## src/rtl/cmu_pkg.sv

```systemverilog
package cmu_pkg;

   localparam int ID_W   = 12;
   localparam int DATA_W = 32;

   // set/way field placement inside a data word
   localparam int WAY_FLD_MSB  = 31;
   localparam int WAY_FLD_W    = 2;
   localparam int LINE_FLD_LSB = 5;
   localparam int LINE_FLD_W   = 5;

   localparam logic [ID_W-1:0] ID_DINV_ALL  = 12'h760;
   localparam logic [ID_W-1:0] ID_DINV_ADDR = 12'h761;
   localparam logic [ID_W-1:0] ID_DINV_SW   = 12'h762;
   localparam logic [ID_W-1:0] ID_BOTH_INV  = 12'h770;
   localparam logic [ID_W-1:0] ID_DCLN_ALL  = 12'h7A0;
   localparam logic [ID_W-1:0] ID_DCLN_ADDR = 12'h7A1;
   localparam logic [ID_W-1:0] ID_DCLN_SW   = 12'h7A2;
   localparam logic [ID_W-1:0] ID_TEST_CLN  = 12'h7A3;
   localparam logic [ID_W-1:0] ID_DCI_ALL   = 12'h7E0;
   localparam logic [ID_W-1:0] ID_DCI_ADDR  = 12'h7E1;
   localparam logic [ID_W-1:0] ID_DCI_SW    = 12'h7E2;
   localparam logic [ID_W-1:0] ID_DLOCK     = 12'h900;
   localparam logic [ID_W-1:0] ID_ILOCK     = 12'h901;
   localparam logic [ID_W-1:0] ID_DBG_IDX   = 12'hF00;
   localparam logic [ID_W-1:0] ID_ITAG      = 12'hF10;
   localparam logic [ID_W-1:0] ID_DTAG      = 12'hF20;

   typedef struct packed {
      logic ic_inv_all;
      logic dc_inv_all;
      logic dc_inv_addr;
      logic dc_inv_sw;
      logic dc_cln_all;
      logic dc_cln_addr;
      logic dc_cln_sw;
      logic idx_wr;
      logic dlock_wr;
      logic ilock_wr;
      logic ic_tag_wr;
      logic dc_tag_wr;
   } wr_dec_t;

   typedef enum logic [2:0] {
      RSEL_ZERO,
      RSEL_IDX,
      RSEL_DLOCK,
      RSEL_ILOCK,
      RSEL_ITAG,
      RSEL_DTAG
   } rd_sel_e;

endpackage

```

## src/rtl/cmu_decode.sv

```systemverilog
module cmu_decode
   import cmu_pkg::*;
(
   input  logic [ID_W-1:0] op_id,
   output wr_dec_t         wdec,
   output rd_sel_e         rsel
);

   always_comb begin
      wdec = '0;
      unique case (op_id)
         ID_DINV_ALL:  wdec.dc_inv_all  = 1'b1;
         ID_DINV_ADDR: wdec.dc_inv_addr = 1'b1;
         ID_DINV_SW:   wdec.dc_inv_sw   = 1'b1;
         ID_BOTH_INV: begin
            wdec.ic_inv_all = 1'b1;
            wdec.dc_inv_all = 1'b1;
         end
         ID_DCLN_ALL:  wdec.dc_cln_all  = 1'b1;
         ID_DCLN_ADDR: wdec.dc_cln_addr = 1'b1;
         ID_DCLN_SW:   wdec.dc_cln_sw   = 1'b1;
         ID_DCI_ALL: begin
            wdec.dc_cln_all = 1'b1;
            wdec.dc_inv_all = 1'b1;
         end
         ID_DCI_ADDR: begin
            wdec.dc_cln_addr = 1'b1;
            wdec.dc_inv_addr = 1'b1;
         end
         ID_DCI_SW: begin
            wdec.dc_cln_sw = 1'b1;
            wdec.dc_inv_sw = 1'b1;
         end
         ID_DLOCK:   wdec.dlock_wr  = 1'b1;
         ID_ILOCK:   wdec.ilock_wr  = 1'b1;
         ID_DBG_IDX: wdec.idx_wr    = 1'b1;
         ID_ITAG:    wdec.ic_tag_wr = 1'b1;
         ID_DTAG:    wdec.dc_tag_wr = 1'b1;
         default:    wdec = '0;   // includes the test-and-clean id
      endcase
   end

   always_comb begin
      unique case (op_id)
         ID_DBG_IDX: rsel = RSEL_IDX;
         ID_DLOCK:   rsel = RSEL_DLOCK;
         ID_ILOCK:   rsel = RSEL_ILOCK;
         ID_ITAG:    rsel = RSEL_ITAG;
         ID_DTAG:    rsel = RSEL_DTAG;
         default:    rsel = RSEL_ZERO;
      endcase
   end

endmodule

```

## src/rtl/cmu_setway.sv

```systemverilog
module cmu_setway
   import cmu_pkg::*;
#(
   parameter int NUM_WAYS  = 4,
   parameter int NUM_LINES = 16,
   localparam int WAY_W  = $clog2(NUM_WAYS),
   localparam int LINE_W = $clog2(NUM_LINES)
)(
   input  logic [WAY_FLD_W-1:0]  way_fld,
   input  logic [LINE_FLD_W-1:0] line_fld,
   output logic [WAY_W-1:0]      way,
   output logic [LINE_W-1:0]     line,
   output logic                  in_range
);

   logic way_ok;
   logic line_ok;

   // a field that fills the whole structure needs no compare
   generate
      if (NUM_WAYS == (1 << WAY_FLD_W)) begin : g_way_full
         assign way_ok = 1'b1;
      end else begin : g_way_cmp
         assign way_ok = (int'(way_fld) < NUM_WAYS);
      end
      if (NUM_LINES == (1 << LINE_FLD_W)) begin : g_line_full
         assign line_ok = 1'b1;
      end else begin : g_line_cmp
         assign line_ok = (int'(line_fld) < NUM_LINES);
      end
   endgenerate

   assign way      = way_fld[WAY_W-1:0];
   assign line     = line_fld[LINE_W-1:0];
   assign in_range = way_ok & line_ok;

endmodule

```

## src/rtl/cmu_regs.sv

```systemverilog
module cmu_regs
   import cmu_pkg::*;
(
   input  logic              clk,
   input  logic              rst_n,
   input  logic              wr_en,
   input  logic              rd_en,
   input  logic              idx_wr,
   input  logic              dlock_wr,
   input  logic              ilock_wr,
   input  rd_sel_e           rsel,
   input  logic [DATA_W-1:0] wdata,
   input  logic              tag_ok,
   input  logic [DATA_W-1:0] ic_tag_rdata,
   input  logic [DATA_W-1:0] dc_tag_rdata,
   output logic [DATA_W-1:0] idx_q,
   output logic              rvalid,
   output logic [DATA_W-1:0] rdata
);

   logic [DATA_W-1:0] dlock_q;
   logic [DATA_W-1:0] ilock_q;
   logic [DATA_W-1:0] rd_mux;
   logic              rd_go;

   assign rd_go = rd_en & ~wr_en;

   always_ff @(posedge clk) begin
      if (!rst_n) begin
         idx_q   <= '0;
         dlock_q <= '0;
         ilock_q <= '0;
      end else if (wr_en) begin
         if (idx_wr)   idx_q   <= wdata;
         if (dlock_wr) dlock_q <= wdata;
         if (ilock_wr) ilock_q <= wdata;
      end
   end

   always_comb begin
      unique case (rsel)
         RSEL_IDX:   rd_mux = idx_q;
         RSEL_DLOCK: rd_mux = dlock_q;
         RSEL_ILOCK: rd_mux = ilock_q;
         RSEL_ITAG:  rd_mux = tag_ok ? ic_tag_rdata : '0;
         RSEL_DTAG:  rd_mux = tag_ok ? dc_tag_rdata : '0;
         default:    rd_mux = '0;
      endcase
   end

   always_ff @(posedge clk) begin
      if (!rst_n) begin
         rvalid <= 1'b0;
         rdata  <= '0;
      end else begin
         rvalid <= rd_go;
         if (rd_go) rdata <= rd_mux;
      end
   end

endmodule

```

## src/rtl/cache_maint_unit.sv

```systemverilog
module cache_maint_unit
   import cmu_pkg::*;
#(
   parameter int NUM_WAYS    = 4,
   parameter int NUM_LINES   = 16,
   parameter bit CLEAN_PORTS = 1'b1,
   localparam int WAY_W  = $clog2(NUM_WAYS),
   localparam int LINE_W = $clog2(NUM_LINES)
)(
   input  logic              clk,
   input  logic              rst_n,
   input  logic              wr_en,
   input  logic              rd_en,
   input  logic [11:0]       op_id,
   input  logic [31:0]       wdata,
   output logic              rvalid,
   output logic [31:0]       rdata,
   output logic              ic_inv_all,
   output logic              dc_inv_all,
   output logic              dc_inv_addr,
   output logic              dc_inv_sw,
   output logic              dc_cln_all,
   output logic              dc_cln_addr,
   output logic              dc_cln_sw,
   output logic [31:0]       cmd_addr,
   output logic [WAY_W-1:0]  sw_way,
   output logic [LINE_W-1:0] sw_line,
   output logic              ic_tag_we,
   output logic              dc_tag_we,
   output logic [WAY_W-1:0]  tag_way,
   output logic [LINE_W-1:0] tag_line,
   output logic [31:0]       tag_wdata,
   input  logic [31:0]       ic_tag_rdata,
   input  logic [31:0]       dc_tag_rdata
);

   localparam int WAY_LSB = WAY_FLD_MSB - WAY_FLD_W + 1;
   localparam int LINE_MSB = LINE_FLD_LSB + LINE_FLD_W - 1;

   generate
      if (NUM_WAYS < 2 || NUM_WAYS > (1 << WAY_FLD_W)) begin : g_bad_ways
         $error("NUM_WAYS must lie between 2 and the way field capacity");
      end
      if (NUM_LINES < 2 || NUM_LINES > (1 << LINE_FLD_W)) begin : g_bad_lines
         $error("NUM_LINES must lie between 2 and the line field capacity");
      end
   endgenerate

   wr_dec_t           wdec;
   wr_dec_t           cmd_d;
   wr_dec_t           cmd_q;
   rd_sel_e           rsel;
   logic              cln_en;
   logic              sw_ok;
   logic              dbg_ok;
   logic [WAY_W-1:0]  sw_way_d;
   logic [LINE_W-1:0] sw_line_d;
   logic [31:0]       idx_q;

   cmu_decode u_decode (
      .op_id (op_id),
      .wdec  (wdec),
      .rsel  (rsel)
   );

   cmu_setway #(.NUM_WAYS(NUM_WAYS), .NUM_LINES(NUM_LINES)) u_sw_cmd (
      .way_fld  (wdata[WAY_FLD_MSB:WAY_LSB]),
      .line_fld (wdata[LINE_MSB:LINE_FLD_LSB]),
      .way      (sw_way_d),
      .line     (sw_line_d),
      .in_range (sw_ok)
   );

   cmu_setway #(.NUM_WAYS(NUM_WAYS), .NUM_LINES(NUM_LINES)) u_sw_dbg (
      .way_fld  (idx_q[WAY_FLD_MSB:WAY_LSB]),
      .line_fld (idx_q[LINE_MSB:LINE_FLD_LSB]),
      .way      (tag_way),
      .line     (tag_line),
      .in_range (dbg_ok)
   );

   cmu_regs u_regs (
      .clk          (clk),
      .rst_n        (rst_n),
      .wr_en        (wr_en),
      .rd_en        (rd_en),
      .idx_wr       (wdec.idx_wr),
      .dlock_wr     (wdec.dlock_wr),
      .ilock_wr     (wdec.ilock_wr),
      .rsel         (rsel),
      .wdata        (wdata),
      .tag_ok       (dbg_ok),
      .ic_tag_rdata (ic_tag_rdata),
      .dc_tag_rdata (dc_tag_rdata),
      .idx_q        (idx_q),
      .rvalid       (rvalid),
      .rdata        (rdata)
   );

   // variant: clean commands forwarded or suppressed at the edge
   generate
      if (CLEAN_PORTS) begin : g_clean_on
         assign cln_en = 1'b1;
      end else begin : g_clean_off
         assign cln_en = 1'b0;
      end
   endgenerate

   always_comb begin
      cmd_d = wr_en ? wdec : '0;
      cmd_d.dc_inv_sw   = cmd_d.dc_inv_sw & sw_ok;
      cmd_d.dc_cln_sw   = cmd_d.dc_cln_sw & sw_ok & cln_en;
      cmd_d.dc_cln_all  = cmd_d.dc_cln_all & cln_en;
      cmd_d.dc_cln_addr = cmd_d.dc_cln_addr & cln_en;
      cmd_d.ic_tag_wr   = cmd_d.ic_tag_wr & dbg_ok;
      cmd_d.dc_tag_wr   = cmd_d.dc_tag_wr & dbg_ok;
      cmd_d.idx_wr      = 1'b0;
      cmd_d.dlock_wr    = 1'b0;
      cmd_d.ilock_wr    = 1'b0;
   end

   always_ff @(posedge clk) begin
      if (!rst_n) begin
         cmd_q     <= '0;
         cmd_addr  <= '0;
         sw_way    <= '0;
         sw_line   <= '0;
         tag_wdata <= '0;
      end else begin
         cmd_q <= cmd_d;
         if (cmd_d.dc_inv_addr | cmd_d.dc_cln_addr) cmd_addr <= wdata;
         if (cmd_d.dc_inv_sw | cmd_d.dc_cln_sw) begin
            sw_way  <= sw_way_d;
            sw_line <= sw_line_d;
         end
         if (cmd_d.ic_tag_wr | cmd_d.dc_tag_wr) tag_wdata <= wdata;
      end
   end

   assign ic_inv_all  = cmd_q.ic_inv_all;
   assign dc_inv_all  = cmd_q.dc_inv_all;
   assign dc_inv_addr = cmd_q.dc_inv_addr;
   assign dc_inv_sw   = cmd_q.dc_inv_sw;
   assign dc_cln_all  = cmd_q.dc_cln_all;
   assign dc_cln_addr = cmd_q.dc_cln_addr;
   assign dc_cln_sw   = cmd_q.dc_cln_sw;
   assign ic_tag_we   = cmd_q.ic_tag_wr;
   assign dc_tag_we   = cmd_q.dc_tag_wr;

endmodule

```

## config.mk

```make
export PLATFORM = sky130hd
export DESIGN_NAME = cache_maint_unit
export DESIGN_NICKNAME = d
export VERILOG_FILES = /design/src/rtl/cmu_pkg.sv /design/src/rtl/cmu_decode.sv /design/src/rtl/cmu_setway.sv /design/src/rtl/cmu_regs.sv /design/src/rtl/cache_maint_unit.sv
export SDC_FILE = /design/constraint.sdc
export NUM_CORES = 1
export LEC_CHECK = 0
export ABC_AREA = 0
export BUFFER_PORTS_ARGS = -buffer_cell sky130_fd_sc_hd__buf_2
export CORE_AREA = 2 2 267 137
export CTS_BUF_LIST = sky130_fd_sc_hd__clkbuf_8
export DETAILED_ROUTE_END_ITERATION = 10
export DIE_AREA = 0 0 269 139
export SLEW_MARGIN = 0
export SYNTH_ARGS = -nofsm -noshare
export SYNTH_HDL_FRONTEND = slang
export SYNTH_SLANG_ARGS = --single-unit
```

## constraint.sdc

```tcl
create_clock -name clk -period 2.3 [get_ports clk]
set_input_delay 0.46 -clock clk [delete_from_list [all_inputs] [get_ports clk]]
set_output_delay 0.46 -clock clk [all_outputs]
set_load 0.01 [all_outputs]
```

-- Word-level counts from Yosys, hierarchy flattened
Cells that the tools add are included.
- register bits: 208
- latch bits: 0
- memory bits (writable): 0
- memory bits (read-only): 0
- bits of input ports: 112
- output and inout bits: 118
- logic and storage cells: 76
- memories: 0
- $add $sub $neg: 0
- multipliers: 0
- divide/modulo/power cells: 0
- $lt $le $gt $ge: 2
- equal/unequal tests: 20
- shifts and indexed selects: 0
- muxes and demuxes: 17
- bitwise gates (word level): 9
- reduce and logical (&&, ||, !) cells: 10
- operators with widths (operator ; number):
    $pmux W32 S5 ; 1
    $eq A12 B11 Y1 const B ; 10
    $mux W32 ; 2
    $eq A12 B12 Y1 const B ; 5
    $pmux W3 S5 ; 1
    $mux W1 ; 12
    $lt A5 B5 Y1 const B ; 2
    $mux W10 ; 1
    $reduce_or A2 Y1 ; 5
    $reduce_and A2 Y1 ; 4
    $eq A3 B2 Y1 const B ; 2
    $eq A3 B3 Y1 const B ; 2
    $and A1 B1 Y1 ; 5
    $eq A3 B1 Y1 const B ; 1
    $or A1 B1 Y1 ; 3
    $reduce_or A3 Y1 ; 1
    $not A1 Y1 ; 1

-- Depth between registers and ports, before layout
- word-level depth: 6
- depth in mapped cells: 9
- gate-level depth less buffers: 5

-- By module
Synthesis repeated with hierarchy kept, for this count alone.
- cells, all modules: 1024
- area total of the unflattened synthesis: 9266.4 sq um
- modules (own cells, without submodules) (module ; times used ; cells each ; area an instance (sq um) ; sequential area each (sq um)):
    cmu_regs ; 1 ; 686 ; 5983.2 ; 2582.5
    cache_maint_unit ; 1 ; 291 ; 2976.6 ; 1581.5
    cmu_decode ; 1 ; 33 ; 209.0 ; 0.0
    cmu_setway ; 2 ; 7 ; 48.8 ; 0.0

-- Least setup slack after synthesis
OpenSTA, ideal clock, no wires.
- kind: input port to flip-flop
- start: input op_id[0]
- end: register tag_wdata[10]
- library setup time: 0.070 ns
- arrival: 2.288 ns
- required time: 2.230 ns
- path slack: -0.058 ns
- cell stages on the path: 8
- buffers on the path: 3
- cells stage by stage: buf_2 -> or4_1 -> buf_2 -> or3_4 -> nor3_4 -> buf_6 -> nand2_1 -> a21boi_1
- longest elaborated chain between the ends: 5
- elaborated cells between the ends (all ways): 8
- classes of those cells: eq/ne: 2; mux: 3; bitwise: 3
- ends and longest elaborated chain (what ; line ; text):
    start, declared ; cache_maint_unit.sv:14 ; input logic [11:0] op_id,
    $eq A12 B12 Y1 ; cmu_decode.sv:11 ; unique case (op_id)
    $mux W1 ; cmu_decode.sv:11 ;
    $mux W10 (*) ; cache_maint_unit.sv:110 ; cmd_d = wr_en ? wdec : '0;
    $and A1 B1 Y1 (on tied branches) ; cache_maint_unit.sv:115, cache_maint_unit.sv:116 ;
    $or A1 B1 Y1 (*) ; cache_maint_unit.sv:136 ; if (cmd_d.ic_tag_wr | cmd_d.dc_tag_wr) tag_wdata <= wdata;
    end signal, assigned ; cache_maint_unit.sv:136 ;
    end, declared ; cache_maint_unit.sv:32 ; output logic [31:0] tag_wdata,
Mark *: on every way between the ends. The rest lies on a longest branch, timed or not.
A chain may end at the register's enable or synchronous reset.

-- Final worst setup path
- start: register u_regs.idx_q[9]
- end: register tag_wdata[0]
- longest elaborated chain between the ends: 3
- elaborated cells between the ends (all ways): 4
- classes of those cells: order compare: 1; bitwise: 3
- ends and longest elaborated chain (what ; line ; text):
    start, declared ; cmu_regs.sv:16 ; output logic [DATA_W-1:0] idx_q,
    start signal, assigned ; cmu_regs.sv:34 ; if (idx_wr) idx_q <= wdata;
    $lt A5 B5 Y1 (*) ; cmu_setway.sv:29 ; assign line_ok = (int'(line_fld) < NUM_LINES);
    $and A1 B1 Y1 (on tied branches) ; cache_maint_unit.sv:115, cache_maint_unit.sv:116 ;
    $or A1 B1 Y1 (*) ; cache_maint_unit.sv:136 ;
Marked as above.

==> metrics.md <==
| Metric | Value |
|---|---|
| Status | complete, no violations |
| # DRC | 0 |
| Pleak | 4.579 nW |
| Placed insts | approximately 1700 |
| Worst EP arrival | 2.51 ns |
| Post-synth top area cell | dfxtp_1 |
| First-pass DRT Iterations | 4 |
| Placed cell area | around 11000 um^2 |
| IO Pins | between 200 and 250 |
| Die width | 269 um |
| Synth-to-layout area growth | 33.67% |
| Max cap viols | 0 |
| Syn Area/Cell | about 8.6 um^2 |
| Pwr/cell area | 648.3 nW/um^2 |
| GRT Resource Usage Total | 17.50% |
| Clk buf depth | 3 |
| Critical path data required time | 2.76 ns |
| Largest net degree at the start of global routing | roughly 130 |
| DP HPWL | around 24000 um |
| Cell row count | 49 |
| Via-to-Cell Ratio | roughly 4.7 |
| Vias in the first global route | ~7800 |
| Vias | slightly above 8000 |
| CTS Hold Bufs | 0 |
| Worst min path class | input port to flop |
| Syn Nets | 1128 |
| Iter 0 DRT Violations | around 630 |
| Slew @ Worst Pin | roughly 0.52 ns |
| Synth Register Bits | 208 |
| TritonCTS clock tree | yes |
| Delay-heaviest family, CP | simple AND/OR/NAND/NOR gates |
| Clock root buffer master | clkbuf_8 |
| Dominant cell by count in the synthesized netlist | nand2_1 |
| Worst skew pair latency | between 0.5 and 0.6 ns |
| Synth area leaders | dfxtp_1, nand2_1, a21boi_1, a22o_1, mux2_2 |
| Cell Chain, Critical Path | or3_1, or3_4, nor3_4, buf_12, nand2_1, a21boi_1 |
| Final instance area | 11620 um^2 |
| Top routing layer used | met5 |
| Clock slew at reported path FFs | ~0.070 ns |
| Critical Path End Type | flop |
| Starting Density | roughly 25% |
| Flop pwr share | 47.8% |
| Die height | between 100 and 150 um |
| Synth async-reset ratio | 0% |
| WL met3 | ~2600 um |
| Post-synth top area share | 47.91% |
| Core ar. | 35250 um^2 |
| Fin Setup TNS | 0 ns |
| Final period util | 89.40% |
| Slowest stage delay, CP | between 0.4 and 0.5 ns |
| Critical-path top delay cell | or3_4 |
| Fin. Hold Viols | 0 |
| Minimum hold slack | roughly 0.19 ns |
| PostCTS Resize Cnt | 0 |
| Final Core Density | 32.96% |
| Routed wire per std cell | 18.96 um |
| DIE AREA | 37390 um^2 |
| Layout cells sized above 1 | between 30% and 40% |
| Worst Skew | 0.01964 ns |
| Sw Pwr | around 1.8 mW |
| Clk pwr share | a little under half |
| Number of buffers added on ports | approximately 230 |
| Post-synthesis cell area | ~8700 um^2 |
| Switching Fraction | about 24% |
| Final wirelength | between 30000 and 40000 um |
| Setup Crit Path Kind | flop to flop |
| Worst Path Max Fanout | 19 |
| Startpoint Class | flop |
| CP Buf/Inv Count | 1 |
| Met2 Wirelength | between 10000 and 15000 um |
| Slew Viols, Final | 0 |
| Max Clk Rate | around 500 MHz |
| Placer Congestion | slightly above 0.8 |
| Share of total power in combinational logic | under 10% |
| Max H-tree Level | 2 |
| Initial antenna violation count | 2 |
| CTS sink count | 208 |
| GRT overflow | 0 |
| Most common library cells after synthesis | nand2_1, dfxtp_1, a21boi_1 |
| Crit path time final | 2.056 ns |
| Fin cells | roughly 1800 |
| YS warnings | 0 |
| Routed metal-1 wirelength | 17040 um |
| First-pass GRT wire length | a little under 50000 um |
| Setup Buffers After CTS | 0 |
| Synth Instances | 1016 |
| Setup-failing EPs final | 0 |
| Ys flop type | dfxtp_1 |
| Synth unique cells | 46 |
| Slew margin rel. | ~64% |
| Share of the yosys chip area belonging to registers | a little under half |
| Antenna violation net count after detailed routing | 0 |
| P_int | about 5.7 mW |
| Inserted Clock Buffers | 35 |
| Post-synth EDFFs | 0 |
| RSZ-0062 raised after global routing | false |
| Nets | ~1400 |
| Worst VDD drop | 0.3766 mV |
[cell type report]
| type | count | area [um^2] |
|---|---|---|
| multi-input combinational | 721 | 4229 |
| inverter | 1 | 3.754 |
| tap | 484 | 605.6 |
| sequential | 208 | 4164 |
| fill | 3667 | 23630 |
| timing repair buffer | 294 | 1899 |
| clock inverter | 15 | 150.1 |
| antenna | 1 | 2.502 |
| clock buffer | 41 | 564.3 |
[registers in the layout, indices dropped and copies added (netlist names)]
signal and flops:
sw_way 2, dc_cln_all 1, dc_inv_sw 1, dc_cln_addr 1, ic_inv_all 1, u_regs.idx_q 32
ic_tag_we 1, u_regs.dlock_q 32, dc_inv_addr 1, u_regs.rvalid 1, tag_wdata 32, dc_tag_we 1
dc_cln_sw 1, sw_line 4, u_regs.ilock_q 32, u_regs.rdata 32, dc_inv_all 1, cmd_addr 32
[power by group through the flow]
stage          clock network [mW]  registers, mW  logic (mW)
2_1_floorplan                   0           3.68       0.125
3_3_place_gp                    0           3.68       0.385
3_5_place_dp                    0           3.68       0.388
4_1_cts                      3.70           3.60       0.389
5_1_grt                      3.84           3.60       0.410
6_report                     3.54           3.60       0.387
[metal layers]
layer | up-vias | track usage (%)
met5 | - | 0
met4 | 2 | 3.860
met3 | 46 | 5.238
met2 | 264 | 24.29
met1 | 3982 | 26.14
li1 | 3966 | -
[per-stage QoR]
stage	total power [mW]	worst slack, ns
2_1_floorplan	3.810	0.02229
3_3_place_gp	4.069	-0.1595
3_5_place_dp	4.072	-0.2734
4_1_cts	7.687	0.2316
5_1_grt	7.847	0.1538
6_report	7.532	0.2439
[placed cells by master, fill, tap and decap left out, drive strengths merged, types with 2 or more instances in the layout]
cell | synthesis | final
or4 | 4 | 4
a22o | 36 | 36
inv | 1 | 6
clkinv | 0 | 6
nor2 | 10 | 10
or2 | 2 | 2
a2bb2oi | 5 | 5
bufinv | 0 | 3
dfxtp | 208 | 208
a22oi | 9 | 9
a221o | 5 | 5
clkbuf | 62 | 41
a221oi | 26 | 26
nand2b | 2 | 2
mux2i | 6 | 6
nand2 | 365 | 365
or4b | 2 | 2
nor4 | 5 | 5
mux2 | 22 | 22
buf | 24 | 294
nor3 | 10 | 10
o21ai | 24 | 24
a21boi | 161 | 161
or3 | 5 | 5
nor2b | 7 | 7
nand4 | 3 | 3
[worst reg2reg max path, stage by stage (launching register included)]
cell	delay, ns
dfxtp_1	0.37
or3_1	0.42
or3_4	0.45
nor3_4	0.31
buf_12	0.20
nand2_1	0.07
a21boi_1	0.16
[final timing paths]
path                                     start                      endpoint  slack [ns]  depth (start not counted)
hold reg to reg     tag_wdata[26]$_SDFFE_PN0P_    tag_wdata[26]$_SDFFE_PN0P_        0.44                          2
hold / removal                 ic_tag_rdata[1]  u_regs.rdata[1]$_SDFFE_PN0P_        0.19                          3
setup reg to reg  u_regs.idx_q[9]$_SDFFE_PN0P_     tag_wdata[0]$_SDFFE_PN0P_        0.24                          6
setup / recovery  u_regs.idx_q[9]$_SDFFE_PN0P_     tag_wdata[0]$_SDFFE_PN0P_        0.24                          6
[cells by family (layout without fill, tap and decap cells)]
| family | count (synthesis) | after routing | synth area share [%] |
|---|---|---|---|
| and+or+nand+nor | 421 | 421 | 20.10 |
| buffers and inverters | 87 | 351 | 4.505 |
| AOI/OAI and AO/OA | 271 | 271 | 23.85 |
| other | 0 | 1 | 0 |
| xor gates and xnor gates | 1 | 1 | 0.1008 |
| muxes | 28 | 28 | 3.541 |
| DFF | 208 | 208 | 47.91 |
Note: power is estimated with default switching activity, not from simulation.
